==> src/rtl/sw_boot_pkg.sv <==
package sw_boot_pkg;
  localparam int MS_W = 16;

  typedef enum logic [2:0] {
    PH_OFF,
    PH_HOLD,
    PH_LOW,
    PH_REL,
    PH_CFG,
    PH_FIN
  } pinPhase_e;

  typedef struct packed {
    logic            loadTimer;
    logic [MS_W-1:0] loadMs;
    pinPhase_e       phase;
    logic            issueWr;
    logic            wrSel;
  } ctrlCmd_t;

  // CPU port word: auto crossover, default VLAN, tagging, speed/duplex/aneg/flow
  function automatic logic [15:0] cpuPortWord(input logic [3:0] pvid);
    return 16'h8000 | (16'(pvid) << 10) | 16'h0010 | 16'h000F;
  endfunction
endpackage

==> src/rtl/sw_boot_ctrl.sv <==
module sw_boot_ctrl
  import sw_boot_pkg::*;
#(
  parameter int HI_MS  = 20,
  parameter int LO_MS  = 100,
  parameter int REL_MS = 30
) (
  input  logic     clk,
  input  logic     rstN,
  input  logic     startReq,
  input  logic     wrBusy,
  input  logic     wrDone,
  input  logic     timerDone,
  output ctrlCmd_t cmd
);
  typedef enum logic [3:0] {
    S_IDLE, S_HOLD, S_LOW, S_REL, S_WR0, S_WAIT0, S_WR1, S_WAIT1, S_FIN
  } state_e;

  localparam logic [MS_W-1:0] HI_LEN  = MS_W'(HI_MS);
  localparam logic [MS_W-1:0] LO_LEN  = MS_W'(LO_MS);
  localparam logic [MS_W-1:0] REL_LEN = MS_W'(REL_MS);

  state_e state, stateNxt;

  always_ff @(posedge clk) begin
    if (!rstN) state <= S_IDLE;
    else       state <= stateNxt;
  end

  always_comb begin
    stateNxt      = state;
    cmd.loadTimer = 1'b0;
    cmd.loadMs    = '0;
    cmd.issueWr   = 1'b0;
    cmd.wrSel     = 1'b0;
    unique case (state)
      S_IDLE, S_FIN: if (startReq) begin
        stateNxt      = S_HOLD;
        cmd.loadTimer = 1'b1;
        cmd.loadMs    = HI_LEN;
      end
      S_HOLD: if (timerDone) begin
        stateNxt      = S_LOW;
        cmd.loadTimer = 1'b1;
        cmd.loadMs    = LO_LEN;
      end
      S_LOW: if (timerDone) begin
        stateNxt      = S_REL;
        cmd.loadTimer = 1'b1;
        cmd.loadMs    = REL_LEN;
      end
      S_REL: if (timerDone) stateNxt = S_WR0;
      S_WR0: if (!wrBusy) begin
        stateNxt    = S_WAIT0;
        cmd.issueWr = 1'b1;
        cmd.wrSel   = 1'b0;
      end
      S_WAIT0: if (wrDone) stateNxt = S_WR1;
      S_WR1: if (!wrBusy) begin
        stateNxt    = S_WAIT1;
        cmd.issueWr = 1'b1;
        cmd.wrSel   = 1'b1;
      end
      S_WAIT1: if (wrDone) stateNxt = S_FIN;
      default: stateNxt = S_IDLE;
    endcase
  end

  always_comb begin
    unique case (state)
      S_HOLD:                         cmd.phase = PH_HOLD;
      S_LOW:                          cmd.phase = PH_LOW;
      S_REL:                          cmd.phase = PH_REL;
      S_WR0, S_WAIT0, S_WR1, S_WAIT1: cmd.phase = PH_CFG;
      S_FIN:                          cmd.phase = PH_FIN;
      default:                        cmd.phase = PH_OFF;
    endcase
  end
endmodule

==> src/rtl/sw_boot_dp.sv <==
module sw_boot_dp
  import sw_boot_pkg::*;
#(
  parameter int          CLK_PER_MS = 125000,
  parameter int          ADDR_W     = 8,
  parameter int          DATA_W     = 16,
  parameter logic [ADDR_W-1:0] ADDR0 = 8'h08,
  parameter logic [DATA_W-1:0] DATA0 = 16'hBC1F,
  parameter logic [ADDR_W-1:0] ADDR1 = 8'h11,
  parameter logic [DATA_W-1:0] DATA1 = 16'hFF30
) (
  input  logic              clk,
  input  logic              rstN,
  input  ctrlCmd_t          cmd,
  output logic              timerDone,
  output logic              rstPinOut,
  output logic              rstPinOe,
  output logic              csOut,
  output logic              csOe,
  output logic              sclkOut,
  output logic              sclkOe,
  output logic              sdatOut,
  output logic              sdatOe,
  output logic              wrReq,
  output logic [ADDR_W-1:0] wrAddr,
  output logic [DATA_W-1:0] wrData,
  output logic              seqDone
);
  localparam int PRE_W = (CLK_PER_MS > 1) ? $clog2(CLK_PER_MS) : 1;

  logic [MS_W-1:0] msLeft;
  logic            msTick;

  generate
    if (CLK_PER_MS > 1) begin : g_pre
      localparam logic [PRE_W-1:0] PRE_LAST = PRE_W'(CLK_PER_MS - 1);
      logic [PRE_W-1:0] preCnt;
      always_ff @(posedge clk) begin
        if (!rstN || cmd.loadTimer) preCnt <= '0;
        else if (preCnt == PRE_LAST) preCnt <= '0;
        else                         preCnt <= preCnt + 1'b1;
      end
      assign msTick = (preCnt == PRE_LAST) && !cmd.loadTimer;
    end else begin : g_nopre
      assign msTick = !cmd.loadTimer;
    end
  endgenerate

  always_ff @(posedge clk) begin
    if (!rstN)                          msLeft <= '0;
    else if (cmd.loadTimer)             msLeft <= cmd.loadMs;
    else if (msTick && msLeft != '0)    msLeft <= msLeft - 1'b1;
  end

  assign timerDone = (msLeft == '0);

  // Pin levels follow the phase with one register stage
  always_ff @(posedge clk) begin
    if (!rstN) begin
      rstPinOut <= 1'b0; rstPinOe <= 1'b0;
      csOut     <= 1'b0; csOe     <= 1'b0;
      sclkOut   <= 1'b0; sclkOe   <= 1'b0;
      sdatOut   <= 1'b0; sdatOe   <= 1'b0;
      seqDone   <= 1'b0;
    end else begin
      rstPinOe  <= (cmd.phase != PH_OFF);
      rstPinOut <= (cmd.phase != PH_OFF) && (cmd.phase != PH_LOW);
      csOut     <= 1'b0;
      sdatOut   <= 1'b0;
      csOe      <= (cmd.phase == PH_LOW) || (cmd.phase == PH_REL);
      sclkOe    <= (cmd.phase == PH_LOW) || (cmd.phase == PH_REL);
      sdatOe    <= (cmd.phase == PH_LOW) || (cmd.phase == PH_REL);
      sclkOut   <= (cmd.phase == PH_LOW) || (cmd.phase == PH_REL);
      seqDone   <= (cmd.phase == PH_FIN);
    end
  end

  always_ff @(posedge clk) begin
    if (!rstN) begin
      wrReq  <= 1'b0;
      wrAddr <= '0;
      wrData <= '0;
    end else begin
      wrReq <= cmd.issueWr;
      if (cmd.issueWr) begin
        wrAddr <= cmd.wrSel ? ADDR1 : ADDR0;
        wrData <= cmd.wrSel ? DATA1 : DATA0;
      end
    end
  end
endmodule

==> src/rtl/sw_boot_seq.sv <==
module sw_boot_seq
  import sw_boot_pkg::*;
#(
  parameter int CLK_PER_MS = 125000,
  parameter int HI_MS      = 20,
  parameter int LO_MS      = 100,
  parameter int REL_MS     = 30,
  parameter int ADDR_W     = 8,
  parameter int DATA_W     = 16,
  parameter logic [3:0] CPU_PVID = 4'hF,
  parameter logic [ADDR_W-1:0] CPU_ADDR  = 8'h08,
  parameter logic [ADDR_W-1:0] MODE_ADDR = 8'h11,
  parameter logic [DATA_W-1:0] MODE_DATA = 16'hFF30
) (
  input  logic              clk,
  input  logic              rstN,
  input  logic              startReq,
  input  logic              wrBusy,
  input  logic              wrDone,
  output logic              rstPinOut,
  output logic              rstPinOe,
  output logic              csOut,
  output logic              csOe,
  output logic              sclkOut,
  output logic              sclkOe,
  output logic              sdatOut,
  output logic              sdatOe,
  output logic              wrReq,
  output logic [ADDR_W-1:0] wrAddr,
  output logic [DATA_W-1:0] wrData,
  output logic              seqDone
);
  localparam logic [DATA_W-1:0] CPU_DATA = DATA_W'(cpuPortWord(CPU_PVID));

  ctrlCmd_t cmd;
  logic     timerDone;

  sw_boot_ctrl #(.HI_MS(HI_MS), .LO_MS(LO_MS), .REL_MS(REL_MS)) u_ctrl (
    .clk(clk), .rstN(rstN), .startReq(startReq), .wrBusy(wrBusy),
    .wrDone(wrDone), .timerDone(timerDone), .cmd(cmd)
  );

  sw_boot_dp #(
    .CLK_PER_MS(CLK_PER_MS), .ADDR_W(ADDR_W), .DATA_W(DATA_W),
    .ADDR0(CPU_ADDR), .DATA0(CPU_DATA), .ADDR1(MODE_ADDR), .DATA1(MODE_DATA)
  ) u_dp (
    .clk(clk), .rstN(rstN), .cmd(cmd), .timerDone(timerDone),
    .rstPinOut(rstPinOut), .rstPinOe(rstPinOe), .csOut(csOut), .csOe(csOe),
    .sclkOut(sclkOut), .sclkOe(sclkOe), .sdatOut(sdatOut), .sdatOe(sdatOe),
    .wrReq(wrReq), .wrAddr(wrAddr), .wrData(wrData), .seqDone(seqDone)
  );
endmodule

==> config.mk <==
export PLATFORM = sky130hd
export DESIGN_NAME = sw_boot_seq
export DESIGN_NICKNAME = d
export VERILOG_FILES = /design/src/rtl/sw_boot_pkg.sv /design/src/rtl/sw_boot_ctrl.sv /design/src/rtl/sw_boot_dp.sv /design/src/rtl/sw_boot_seq.sv
export SDC_FILE = /design/constraint.sdc
export NUM_CORES = 1
export LEC_CHECK = 0
export BUFFER_PORTS_ARGS = -buffer_cell sky130_fd_sc_hd__buf_2
export CORE_MARGIN = 8
export CORE_UTILIZATION = 45
export CTS_BUF_LIST = sky130_fd_sc_hd__clkbuf_16
export CTS_CLUSTER_SIZE = 40
export DETAILED_ROUTE_END_ITERATION = 16
export PLACE_DENSITY = 0.63
export REMOVE_ABC_BUFFERS = 1
export SLEW_MARGIN = 20
export SYNTH_ARGS = -nofsm -noshare
export SYNTH_HDL_FRONTEND = slang
export SYNTH_SLANG_ARGS = --single-unit
export TNS_END_PERCENT = 1
==> constraint.sdc <==
create_clock -name clk -period 3.4 [get_ports clk]
set_clock_uncertainty 0.05 [all_clocks]
set_input_delay 0.34 -clock clk [delete_from_list [all_inputs] [get_ports clk]]
set_output_delay 0.34 -clock clk [all_outputs]
set_load 0.01 [all_outputs]
==> results_dict.tcl <==
set metrics [dict create \
    design_power_total_uw 1720 \
    synthAdderAreaFrac 0.0152 \
    cts.sinks 48 \
    cp_common_cell "or4_1" \
    outcome "completed" \
    post-route-util 0.484 \
    setup_violations 0 \
    dieArea_sq_um 8120 \
    cts_tree "yes" \
    rsz0062_at_grt "no" \
    cts_resized 0 \
    layout.nets 308 \
    power_density_nw_per_um2 658 \
    grt_pass1_vias 1809 \
    synthCells 293 \
    path_depth 5 \
    relSlewSlack 0.533 \
    cts.clk_slew.worst_paths_ns 0.06 \
    numCtsBuffers 5 \
    grt_pass1_wl_mm 8.22 \
    crit_end "u_dp.msLeft[3]" \
    critPathSlowestCell "or4_1" \
    ys_async_sr_fraction 0 \
    cp.required_ns 3.51 \
    stdcell_area_sq_um 2620 \
    ant_nets 0 \
    p_clk_frac 0.262 \
    drt-pass1-iter-count 4 \
    muxShareOfSynthArea 0.00861 \
    yosysTopAreaCellShare 0.389 \
    hp-class "input pin to flop" \
    place_ws_ns 0.817 \
    worstReg2RegStart "u_dp.msLeft[2]" \
    avgViaCountPerCell 5.18 \
    crit_arrival_ns 2.79 \
    reg2regPathDepth 5 \
    yosysMostFrequentCell "dfxtp_1" \
    syn-cell-area_sq_um 2470 \
    post-route-period-util 0.786 \
    synth_xor_xnor_area_share 0.0780 \
    syn_avg_cell_area_sq_um 8.43 \
    clkLatencyLatePin_ns 0.28 \
    synth_top_flop_cell "dfxtp_1" \
    startpoint_type "flop" \
    path_buf_inv 0 \
    multiInputGateArea_sq_um 1250 \
    overflow 0 \
    diodes 0 \
    start_util 0.457 \
    grt_max_degree 18 \
    synth_top_area_cell "dfxtp_1" \
    r2r_end "u_dp.msLeft[3]" \
    synth-simple-area-share 0.280 \
    cts_buffer_depth 2 \
    synth_top_family_by_area "simple AND/OR/NAND/NOR gates" \
    synth_commonest_cells "dfxtp_1 (48), nor2_1 (42), buf_4 (26)" \
    coreArea_sq_um 5410 \
    fillCellCount 563 \
    first_iter_violations 115 \
    crit_start "u_dp.msLeft[2]" \
    power_leakage_uw 0.00103 \
    placed_area_sq_um 2480 \
    syn2layout_area_growth_pct 5.98 \
    dp_hpwl_mm 3.49 \
    die_x_microns 90.1 \
    postCtsSetupRepairBufs 0 \
    slew_viol_final 0 \
    vias 1928 \
    setup_ws_ns 0.728 \
    grt_usage 0.118 \
    max_stage_delay_ns 0.64 \
    p_sw_frac 0.352 \
    cp_max_fo 7 \
    max_freq_mhz 374 \
    layout_min_cycle_time_ns 2.67 \
    yosysSeqAreaShare 0.389 \
    die_h_microns 90.1 \
    htree_levels 2 \
    max_slew.worst_pin.slew_ns 0.691 \
    ys_warn_count 0 \
    crit_chain "or4_1 > or4_1 > nor4b_1 > nand2b_1 > o21ai_0" \
    reg2reg_slack_ns 0.73 \
    comb_power_share 0.324 \
    io_buffers 29 \
    antenna_found_initial 0 \
    peakVddDrop_v 0.000245 \
    drt_wl_total_mm 4.72 \
    cts_root_buffer "clkbuf_16" \
    synth.ff_latch_count 48 \
    seqCellArea_sq_um 961 \
    end_kind "flop" \
    drive_gt1_frac 0.143 \
    critPathTopFamily "simple AND/OR/NAND/NOR gates" \
    io_pins 39 \
    place_congestion 0.792 \
    synthTopCellsByArea "dfxtp_1 (39%), buf_4 (7.9%), nor2_1 (6.4%)" \
    holdBufCountCts 0 \
    internal_power_uw 1120 \
    switchingPower_uw 606 \
    synth.distinct_cells 46 \
    worstSetupPathType "flop to flop" \
    row_count 27 \
    wl_per_cell_microns 12.7 \
    drc 0 \
    seqPwrFrac 0.414 \
    synth_compound_area_frac 0.110 \
    drv_cap 0 \
    synth_edf_count 0 \
    finalSetupTns_ns 0 \
    hold_viol_final 0 \
]
==> cells in the final DEF, fill, tap and decap left out, types with 3 or more instances in the layout <==
cell	instances
dfxtp_1	48
nor2_1	42
buf_2	29
xor2_1	15
nand2_1	14
nor3_1	12
a21oi_1	11
o21ai_0	11
nand3_1	10
inv_1	9
nand4_1	9
conb_1	9
or4_1	7
xnor2_1	7
o31ai_1	7
nor4_1	5
clkbuf_16	5
nand2b_1	4
and3_1	4
or3_1	4
o21a_1	3
nor2b_1	3
ha_1	3
==> flip-flops by register name (all words and copies together) (netlist names) <==
name               cells
u_dp.seqDone           1
u_dp.rstPinOut         1
u_dp.msLeft           16
u_dp.rstPinOe          1
u_dp.g_pre.preCnt     17
u_dp.wrAddr            2
u_dp.wrReq             1
u_dp.sdatOe            1
u_ctrl.cmd             3
u_dp.wrData            1
u_ctrl.state           4
==> cells by family after synthesis <==
kind of cell | Yosys count
other | 1
AND/OR/NAND/NOR | 128
flip-flops | 48
XOR/XNOR | 22
AO/OA/AOI/OAI | 43
multiplexers | 2
buffers and inverters | 46
adder cells (fa/ha/maj) | 3
==> power groups by stage <==
| stage | Combinational, uW | Clock (uW) | Sequential [uW] |
|---|---|---|---|
| floorplan | 396 | 0 | 719 |
| global placement | 560 | 0 | 723 |
| detailed placement | 555 | 0 | 724 |
| CTS | 559 | 466 | 712 |
| global route | 625 | 488 | 726 |
| finish | 557 | 451 | 713 |
==> worst min-delay path by stage <==
stage | from | end | slack (ns) | depth (start not counted)
2_1_floorplan | u_ctrl.cmd[3] | u_dp.seqDone | 0.35 | 1
3_3_place_gp | u_ctrl.cmd[3] | u_dp.seqDone | 0.36 | 1
3_5_place_dp | u_ctrl.cmd[3] | u_dp.seqDone | 0.36 | 1
4_1_cts | wrBusy | u_dp.wrReq | 0.29 | 3
5_1_grt | wrBusy | u_dp.wrReq | 0.30 | 3
6_report | wrBusy | u_dp.wrReq | 0.29 | 3
==> cell type report <==
class | count | area share
Clock buffer | 5 | 0.0478
Clock inverter | 2 | 0.00335
Inverter | 8 | 0.0115
Multi-Input combinational cell | 207 | 0.478
Sequential cell | 48 | 0.367
Tap cell | 72 | 0.0344
Timing Repair Buffer | 30 | 0.0583
==> worst reg2reg max path, delay by kind of cell, from the launching register on <==
kind / cells / cell delay (ns)
AOI/OAI and AO/OA: 1 / 0.09
DFF: 1 / 0.36
and+or+nand+nor: 4 / 2.07
==> routing by layer <==
metal / part of all wire / up-vias / track usage
li1: - / 1013 / -
met4: 0.0087 / 0 / 0.0416
met3: 0.051 / 4 / 0.0283
met2: 0.48 / 43 / 0.198
met5: 0 / - / 0
met1: 0.46 / 868 / 0.142
==> stage by stage <==
stage	hold slack (ns)	cells
floorplan	0.345	263
global placement	0.359	365
detailed placement	0.361	365
CTS	0.289	372
global route	0.302	372
finish	0.294	372
Power figures use the tool's default switching activity.
